File: src/rtl/cmo_gate_pkg.sv
package cmo_gate_pkg;

  typedef enum logic [1:0] {
    OUT_UNDEF   = 2'd0,
    OUT_TRAP    = 2'd1,
    OUT_PERFORM = 2'd2,
    OUT_NOMATCH = 2'd3
  } cmo_outcome_e;

  typedef struct packed {
    logic [1:0] el;
    logic       feat_store;
    logic       feat_a64;
    logic       feat_fgt2;
    logic       el2_en;
    logic       el3_present;
    logic       hyp_trap;
    logic       mon_fgt_en;
    logic       fgt_allow;
  } cmo_ctrl_t;

  localparam logic [1:0] LVL_EL0 = 2'd0;
  localparam logic [1:0] LVL_EL1 = 2'd1;

endpackage

File: src/rtl/cmo_encoding_match.sv
module cmo_encoding_match #(
  parameter int unsigned OP0_W = 2,
  parameter int unsigned OP1_W = 3,
  parameter int unsigned CRN_W = 4,
  parameter int unsigned CRM_W = 4,
  parameter int unsigned OP2_W = 3,
  parameter logic [OP0_W-1:0] OP0_VAL = 2'b01,
  parameter logic [OP1_W-1:0] OP1_VAL = 3'b000,
  parameter logic [CRN_W-1:0] CRN_VAL = 4'b0111,
  parameter logic [CRM_W-1:0] CRM_VAL = 4'b1111,
  parameter logic [OP2_W-1:0] OP2_VAL = 3'b001
) (
  input  logic [OP0_W-1:0] op0,
  input  logic [OP1_W-1:0] op1,
  input  logic [CRN_W-1:0] crn,
  input  logic [CRM_W-1:0] crm,
  input  logic [OP2_W-1:0] op2,
  output logic             hit
);
  localparam int unsigned NFIELD = 5;
  logic [NFIELD-1:0] field_eq;

  always_comb begin
    field_eq[0] = (op0 == OP0_VAL);
    field_eq[1] = (op1 == OP1_VAL);
    field_eq[2] = (crn == CRN_VAL);
    field_eq[3] = (crm == CRM_VAL);
    field_eq[4] = (op2 == OP2_VAL);
    hit = &field_eq;
  end
endmodule

File: src/rtl/cmo_priority_resolve.sv
module cmo_priority_resolve
  import cmo_gate_pkg::*;
(
  input  logic         hit,
  input  cmo_ctrl_t    ctrl,
  output cmo_outcome_e outcome
);
  logic feat_ok;
  logic coarse_trap;
  logic fine_trap;

  always_comb begin
    feat_ok     = ctrl.feat_store & ctrl.feat_a64;
    coarse_trap = ctrl.el2_en & ctrl.hyp_trap;
    fine_trap   = ctrl.el2_en & ctrl.feat_fgt2 &
                  ((ctrl.el3_present & ~ctrl.mon_fgt_en) | ~ctrl.fgt_allow);
    if (!hit)                     outcome = OUT_NOMATCH;
    else if (!feat_ok)            outcome = OUT_UNDEF;
    else if (ctrl.el == LVL_EL0)  outcome = OUT_UNDEF;
    else if (ctrl.el == LVL_EL1) begin
      if (coarse_trap)            outcome = OUT_TRAP;
      else if (fine_trap)         outcome = OUT_TRAP;
      else                        outcome = OUT_PERFORM;
    end
    else                          outcome = OUT_PERFORM;
  end
endmodule

File: src/rtl/cmo_req_port.sv
module cmo_req_port #(
  parameter int unsigned ADDR_W = 64
) (
  input  logic              clk,
  input  logic              rst_n,
  input  logic              load,
  input  logic [ADDR_W-1:0] load_addr,
  input  logic              req_ready,
  output logic              req_valid,
  output logic [ADDR_W-1:0] req_addr
);
  always_ff @(posedge clk or negedge rst_n) begin
    if (!rst_n) begin
      req_valid <= 1'b0;
      req_addr  <= '0;
    end else if (load) begin
      req_valid <= 1'b1;
      req_addr  <= load_addr;
    end else if (req_valid && req_ready) begin
      req_valid <= 1'b0;
    end
  end

  p_hold_valid_r8: assert property (@(posedge clk) disable iff (!rst_n)
    req_valid && !req_ready |=> req_valid && $stable(req_addr));

  p_addr_copy_r8: assert property (@(posedge clk) disable iff (!rst_n)
    load |=> req_valid && req_addr == $past(load_addr));

  p_no_overload_r9: assert property (@(posedge clk) disable iff (!rst_n)
    req_valid && !req_ready |-> !load);
endmodule

File: src/rtl/cmo_access_gate.sv
module cmo_access_gate
  import cmo_gate_pkg::*;
#(
  parameter int unsigned ADDR_W     = 64,
  parameter int unsigned CLASS_W    = 6,
  parameter logic [CLASS_W-1:0] TRAP_CLASS = 6'h18
) (
  input  logic               clk,
  input  logic               rst_n,
  input  logic               in_valid,
  output logic               in_ready,
  input  logic [1:0]         op0,
  input  logic [2:0]         op1,
  input  logic [3:0]         crn,
  input  logic [3:0]         crm,
  input  logic [2:0]         op2,
  input  logic [ADDR_W-1:0]  xt_value,
  input  logic [1:0]         cur_el,
  input  logic               feat_phys_store,
  input  logic               feat_a64,
  input  logic               feat_fgt2,
  input  logic               el2_enabled,
  input  logic               el3_present,
  input  logic               hyp_cmo_trap,
  input  logic               mon_fgt2_en,
  input  logic               fgt_cmo_allow,
  output logic               out_valid,
  output logic               out_undef,
  output logic               out_trap,
  output logic               out_perform,
  output logic               out_nomatch,
  output logic [CLASS_W-1:0] out_trap_class,
  output logic               req_valid,
  input  logic               req_ready,
  output logic [ADDR_W-1:0]  req_addr
);
  logic         enc_hit;
  cmo_ctrl_t    ctrl;
  cmo_outcome_e outcome;
  logic         accept;
  logic         load_req;

  cmo_encoding_match u_match (
    .op0(op0), .op1(op1), .crn(crn), .crm(crm), .op2(op2), .hit(enc_hit)
  );

  always_comb begin
    ctrl.el          = cur_el;
    ctrl.feat_store  = feat_phys_store;
    ctrl.feat_a64    = feat_a64;
    ctrl.feat_fgt2   = feat_fgt2;
    ctrl.el2_en      = el2_enabled;
    ctrl.el3_present = el3_present;
    ctrl.hyp_trap    = hyp_cmo_trap;
    ctrl.mon_fgt_en  = mon_fgt2_en;
    ctrl.fgt_allow   = fgt_cmo_allow;
  end

  cmo_priority_resolve u_resolve (
    .hit(enc_hit), .ctrl(ctrl), .outcome(outcome)
  );

  assign in_ready = ~req_valid;
  assign accept   = in_valid & in_ready;
  assign load_req = accept & (outcome == OUT_PERFORM);

  always_ff @(posedge clk or negedge rst_n) begin
    if (!rst_n) begin
      out_valid      <= 1'b0;
      out_undef      <= 1'b0;
      out_trap       <= 1'b0;
      out_perform    <= 1'b0;
      out_nomatch    <= 1'b0;
      out_trap_class <= '0;
    end else begin
      out_valid      <= accept;
      out_undef      <= accept & (outcome == OUT_UNDEF);
      out_trap       <= accept & (outcome == OUT_TRAP);
      out_perform    <= accept & (outcome == OUT_PERFORM);
      out_nomatch    <= accept & (outcome == OUT_NOMATCH);
      out_trap_class <= (accept && outcome == OUT_TRAP) ? TRAP_CLASS : '0;
    end
  end

  cmo_req_port #(.ADDR_W(ADDR_W)) u_port (
    .clk(clk), .rst_n(rst_n), .load(load_req), .load_addr(xt_value),
    .req_ready(req_ready), .req_valid(req_valid), .req_addr(req_addr)
  );

  p_onehot_r7: assert property (@(posedge clk) disable iff (!rst_n)
    out_valid |-> $countones({out_undef, out_trap, out_perform, out_nomatch}) == 1);

  p_idle_flags_r7: assert property (@(posedge clk) disable iff (!rst_n)
    !out_valid |-> {out_undef, out_trap, out_perform, out_nomatch} == 4'b0 && out_trap_class == '0);

  p_class_r7: assert property (@(posedge clk) disable iff (!rst_n)
    out_valid && out_trap |-> out_trap_class == TRAP_CLASS);

  p_nomatch_r1: assert property (@(posedge clk) disable iff (!rst_n)
    accept && !enc_hit |=> out_nomatch && !req_valid);

  p_feature_r2: assert property (@(posedge clk) disable iff (!rst_n)
    accept && enc_hit && !(feat_phys_store && feat_a64) |=> out_undef);

  p_el0_r3: assert property (@(posedge clk) disable iff (!rst_n)
    accept && enc_hit && cur_el == 2'd0 |=> out_undef);

  p_coarse_trap_r4: assert property (@(posedge clk) disable iff (!rst_n)
    accept && enc_hit && feat_phys_store && feat_a64 && cur_el == 2'd1 &&
    el2_enabled && hyp_cmo_trap |=> out_trap);

  p_perform_req_r6: assert property (@(posedge clk) disable iff (!rst_n)
    out_valid && out_perform |-> req_valid);

  p_stall_r9: assert property (@(posedge clk) disable iff (!rst_n)
    req_valid && !req_ready |=> !out_valid);
endmodule

File: config.mk
export PLATFORM = sky130hd
export DESIGN_NAME = cmo_access_gate
export DESIGN_NICKNAME = d
export VERILOG_FILES = /design/src/rtl/cmo_gate_pkg.sv /design/src/rtl/cmo_encoding_match.sv /design/src/rtl/cmo_priority_resolve.sv /design/src/rtl/cmo_req_port.sv /design/src/rtl/cmo_access_gate.sv
export SDC_FILE = /design/constraint.sdc
export NUM_CORES = 1
export LEC_CHECK = 0
export ABC_AREA = 1
export BUFFER_PORTS_ARGS = -buffer_cell sky130_fd_sc_hd__buf_2
export CAP_MARGIN = 0
export CELL_PAD_IN_SITES_DETAIL_PLACEMENT = 1
export CELL_PAD_IN_SITES_GLOBAL_PLACEMENT = 1
export CORE_MARGIN = 2
export CORE_UTILIZATION = 27
export CTS_CLUSTER_DIAMETER = 100
export DETAILED_ROUTE_END_ITERATION = 12
export PLACE_DENSITY = 0.75
export SYNTH_ARGS = -nofsm -noshare
export SYNTH_HDL_FRONTEND = slang
export SYNTH_HIERARCHICAL = 1
export SYNTH_SLANG_ARGS = --single-unit
File: constraint.sdc
create_clock -name clk -period 1.2 [get_ports clk]
set_input_delay 0.06 -clock clk [delete_from_list [all_inputs] [get_ports clk]]
set_output_delay 0.06 -clock clk [all_outputs]
set_load 0.05 [all_outputs]
## Word-level counts from Yosys, hierarchy flattened

Index checks and enable logic that the tools add are counted.

- Flip-flop bits (word level): 75
- Input bits: 94
- Output and inout bits: 77
- Logic and storage cells: 46

- Eq/ne operators: 8
- Mux-type cells: 9
- Bitwise logic cells: 14
- Reduce and logical (&&, ||, !) cells: 7

Operator list:

| kind | number |
|---|---|
| two-way mux 2 bit | 6 |
| bitwise AND 1 bit | 10 |
| equality test 2 x 1 -> 1 bit (second input constant) | 3 |
| two-way mux 5 bit | 1 |
| AND reduction 5 bit | 1 |
| equality test 2 bit (second input constant) | 2 |
| equality test 4 x 3 -> 1 bit (second input constant) | 1 |
| equality test 4 bit (second input constant) | 1 |
| zero test 2 bit | 2 |
| equality test 3 x 1 -> 1 bit (second input constant) | 1 |
| zero test 3 bit | 1 |
| inverter 1 bit | 3 |
| logical AND 1 bit | 2 |
| two-way mux 1 bit | 2 |
| nonzero test 2 bit | 1 |
| bitwise OR 1 bit | 1 |

## Logic depth before layout (Yosys ltp)

- Depth in word-level cells: 13
- Gate-level depth with buffers: 15

## By module

The synthesis kept the hierarchy.

Modules (own cells, without submodules):

| module | times used | cells an instance | area each (um^2) |
|---|---|---|---|
| cmo_req_port | 1 | 275 | 2,517.4 |
| cmo_access_gate | 1 | 25 | 225.2 |
| cmo_encoding_match | 1 | 22 | 82.6 |
| cmo_priority_resolve | 1 | 16 | 66.3 |

## Least setup slack after synthesis

OpenSTA, ideal clock, no wires.

- Kind: register to register
- Start point: reg u_port.req_valid
- End point: reg u_port.req_addr[10]
- Library setup time: 0.119 ns
- Arrival time: 1.571 ns
- Data required time: 1.081 ns
- Setup slack: -0.490 ns
- Cell stages (with the launch flop): 9
- Buffers on the path: 2
- Period minus slack after synthesis: 1.690 ns
- Path through: dfrtp_1 -> inv_2 -> nand2_2 -> nor2_1 -> inv_2 -> buf_6 -> buf_6 -> nand2_1 -> nand2_1

- Cells in the longest elaborated chain, start to end: 3

Ends and longest elaborated chain:

| what | RTL line | RTL |
|---|---|---|
| from (decl) | cmo_req_port.sv:9 | `output logic req_valid,` |
| from (signal assigned) | cmo_req_port.sv:14 | `req_valid <= 1'b0;` |
| from (signal assigned) | cmo_req_port.sv:17 | `req_valid <= 1'b1;` |
| from (signal assigned) | cmo_req_port.sv:20 | `req_valid <= 1'b0;` |
| inverter 1 bit | cmo_access_gate.sv:63 | `assign in_ready = ~req_valid;` |
| via in_ready | cmo_access_gate.sv:11 | `output logic in_ready,` |
| bitwise AND 1 bit | cmo_access_gate.sv:64 | `assign accept = in_valid & in_ready;` |
| bitwise AND 1 bit | cmo_access_gate.sv:65 | `assign load_req = accept & (outcome == OUT_PERFORM);` |
| via load_req | cmo_access_gate.sv:41 | `logic load_req;` |
| to (signal assigned) | cmo_req_port.sv:18 | `req_addr <= load_addr;` |
| to (decl) | cmo_req_port.sv:10 | `output logic [ADDR_W-1:0] req_addr` |

The timed path passes the listed nets, and every way through them passes these cells.
A chain may end at the register's enable or synchronous reset.

## Final worst setup path

- Start point: reg u_port.req_valid
- End point: reg u_port.req_addr[36]

- Cells in the longest elaborated chain, start to end: 3

Ends and longest elaborated chain:

| what | RTL line |
|---|---|
| inverter 1 bit | cmo_access_gate.sv:63 |
| bitwise AND 1 bit | cmo_access_gate.sv:64 |
| bitwise AND 1 bit | cmo_access_gate.sv:65 |
| via load_req | cmo_access_gate.sv:41 |

The timed path passes the listed nets, and every way through them passes these cells.

==> impl_metrics.toml <==
[timing]
skew_ns = 0.00888
finalCriticalPeriod_ns = 1.21
setup_violations = 7
timing.final.crit_share_pct = 101
drv_slew = 0
rsz0062_at_grt = "yes"
hold_violations = 0
fmax_mhz = 824
layout_setup_ws_ns = -0.0132
tns_ns = -0.0424

[synth]
ys_seq_elements = 70
synth.most_common_cell = "nand2_1"
ys.flop_type = "dfrtp_1"
synth-seq-area-share_pct = 60.6
async_flop_share_pct = 100
yosys-top-cells-area = "dfrtp_1, nand2_1, buf_6"
synth_top_area_share_pct = 60.6
synthDistinctLibCells = 13
syn_inst = 338
synthTopCellsByCount = "nand2_1, dfrtp_1, inv_1"
synth_top_area_cell = "dfrtp_1"
synth-edff-count = 0
syn-cell-area_um2 = 2890
yosys_warnings = 6
syn_area_per_cell_um2 = 8.55

[worst_setup_path]
crit_type = "reg2reg"
path_common_cell = "nand2_1"
crit_path_cell_trace = "inv_6, nand2_4, nor2_4, inv_2, buf_12, nand2_1, nand2_1"
crit_path_end_kind = "flip-flop"
crit_path_start_kind = "flip-flop"
required_ns = 1.43
critPathTopFamily = "flip-flops"
r2r_slack_ns = -0.01
critPathSlowestCell = "dfrtp_2"
crit_buf_inv = 3
cp_max_fo = 28
max_stage_delay_ns = 0.44
crit_arrival_ns = 1.44

[clocking]
h-tree-depth = 3
cts_sinks = 70
cts_made_buffers = 9
cts_tree = "built"
cts.clk_slew.worst_paths_ns = 0.08
clock_path_buffers = 2
clk_latency_ns = 0.34
cts_root_buf = "clkbuf_8"

[floorplan]
start_util_pct = 27.9
die_area_um2 = 11600
die_y_um = 107
core_um2 = 10400
die_x_um = 107
row_count = 37
io_pins = 171

[drt]
drtPass1Iterations = 4
ant_nets = 0
wirelength_um = 9370
num_vias = 2982
post-route-drc-count = 0
via_per_inst = 4.17
wl_per_cell_um = 13.1
first_iter_violations = 101

[run_status]
failed_checks = "setup timing"
status = "complete, but fails checks"

[finish]
stdcell_area_um2 = 4700
area_growth_pct = 62.4
register_area_um2 = 1750
antenna_cells = 0
final_cells = 715
multiInputGateArea_um2 = 907
nFillCells = 1286
fin_util_pct = 45.3
drive_gt1_share_pct = 34.0
fin_nets = 668

[placement]
place_inst = 632
numPortBuffers = 166
place_hpwl_um = 5860
post_dp_cell_area_um2 = 3830
gp_congestion = 0.740

[grt]
grt_pass1_vias = 3161
antenna_found_initial = 0
grt_remaining_overflow = 0
grt_max_degree = 71
grtUsageTotal_pct = 16.2
grt_pass1_wl_um = 14700

[pwr]
p_total_mw = 4.66
ir_worst_vdd_uv = 511
leakage_nw = 2.88
p_per_area_nw_per_um2 = 993

[hold_path]
hp-class = "in2reg"

[run]
cap_violations = 0
## tightest hold or removal path: cells and delay by family
family                 cells  cell delay, ns
buffers and inverters      3            0.27
and+or+nand+nor            1            0.07
## layout make-up
class,count,area share [%]
inverter,15,1.31
tap,136,3.62
clock buffer,10,2.72
sequential,70,37.3
multi-input combinational,236,19.3
clock inverter,6,1.33
timing repair buffer,242,34.4
## cells by family (layout without fill, tap and decap cells)
group | Yosys count | after routing | synth area share, %
flops | 70 | 70 | 60.6
simple gates | 232 | 232 | 30.4
buf+inv | 35 | 273 | 8.87
other cells | 1 | 4 | 0.130
## registers in the layout (all words and copies together), names as in the netlist
signal and cells:
u_port/req_addr 64, out_nomatch 1, out_perform 1, out_trap_class 1, out_undef 1, out_valid 1
u_port/req_valid 1
## report_power, final
group | leakage (nW) | switching (mW) | internal (mW)
Combinational | 1.82 | 0.194 | 0.271
Clock | 0.0883 | 0.882 | 0.952
Sequential | 0.972 | 0.00132 | 2.36
Total | 2.88 | 1.08 | 3.58
## metrics by stage
stage	hold WS, ns	setup slack [ns]
after floorplan	-0.236	-0.175
after global placement	0.102	-0.294
after detailed placement	0.107	-0.323
after CTS	0.0843	-0.0283
after global routing	0.0799	-0.0847
final	0.0939	-0.0132
## cells in the final DEF (no fill, tap or decap), drive strengths merged
master / synthesis / routed
inv: 15 / 15
nor2: 12 / 12
clkinv: 0 / 2
nand3b: 1 / 1
buf: 17 / 176
dlygate4sd3: 0 / 66
conb: 1 / 4
nand2: 219 / 219
dfrtp: 70 / 70
bufinv: 0 / 1
clkbuf: 3 / 10
clkinvlp: 0 / 3
## routing by layer
layer / routed length [um] / GRT usage, % / vias up
met5: 0 / 0 / -
met4: 175 / 6.04 / 0
met3: 562 / 3.69 / 17
met2: 4900 / 29.7 / 118
met1: 3730 / 18.1 / 1386
li1: - / - / 1461
## worst paths after layout
check | start | cells past startpoint | end
max | u_port/req_valid | 7 | u_port/req_addr[36]
min | in_valid | 4 | out_valid
max reg2reg | u_port/req_valid | 7 | u_port/req_addr[36]
min reg2reg | u_port/req_addr[0] | 2 | u_port/req_addr[0]
max in group asynchronous | rst_n | 3 | u_port/req_valid
min in group asynchronous | rst_n | 3 | u_port/req_addr[17]
## repair_timing
action                                  4_1_cts  5_1_grt
endpoints found under the hold margin       135        0
pin swaps                                     0        0
hold buffers                                 66        0
setup buffers                                 0        1
endpoints found under the setup margin       57       65
gates resized for setup                       2        0
gates cloned                                  0        0
Note: power is estimated with default switching activity, not from simulation.
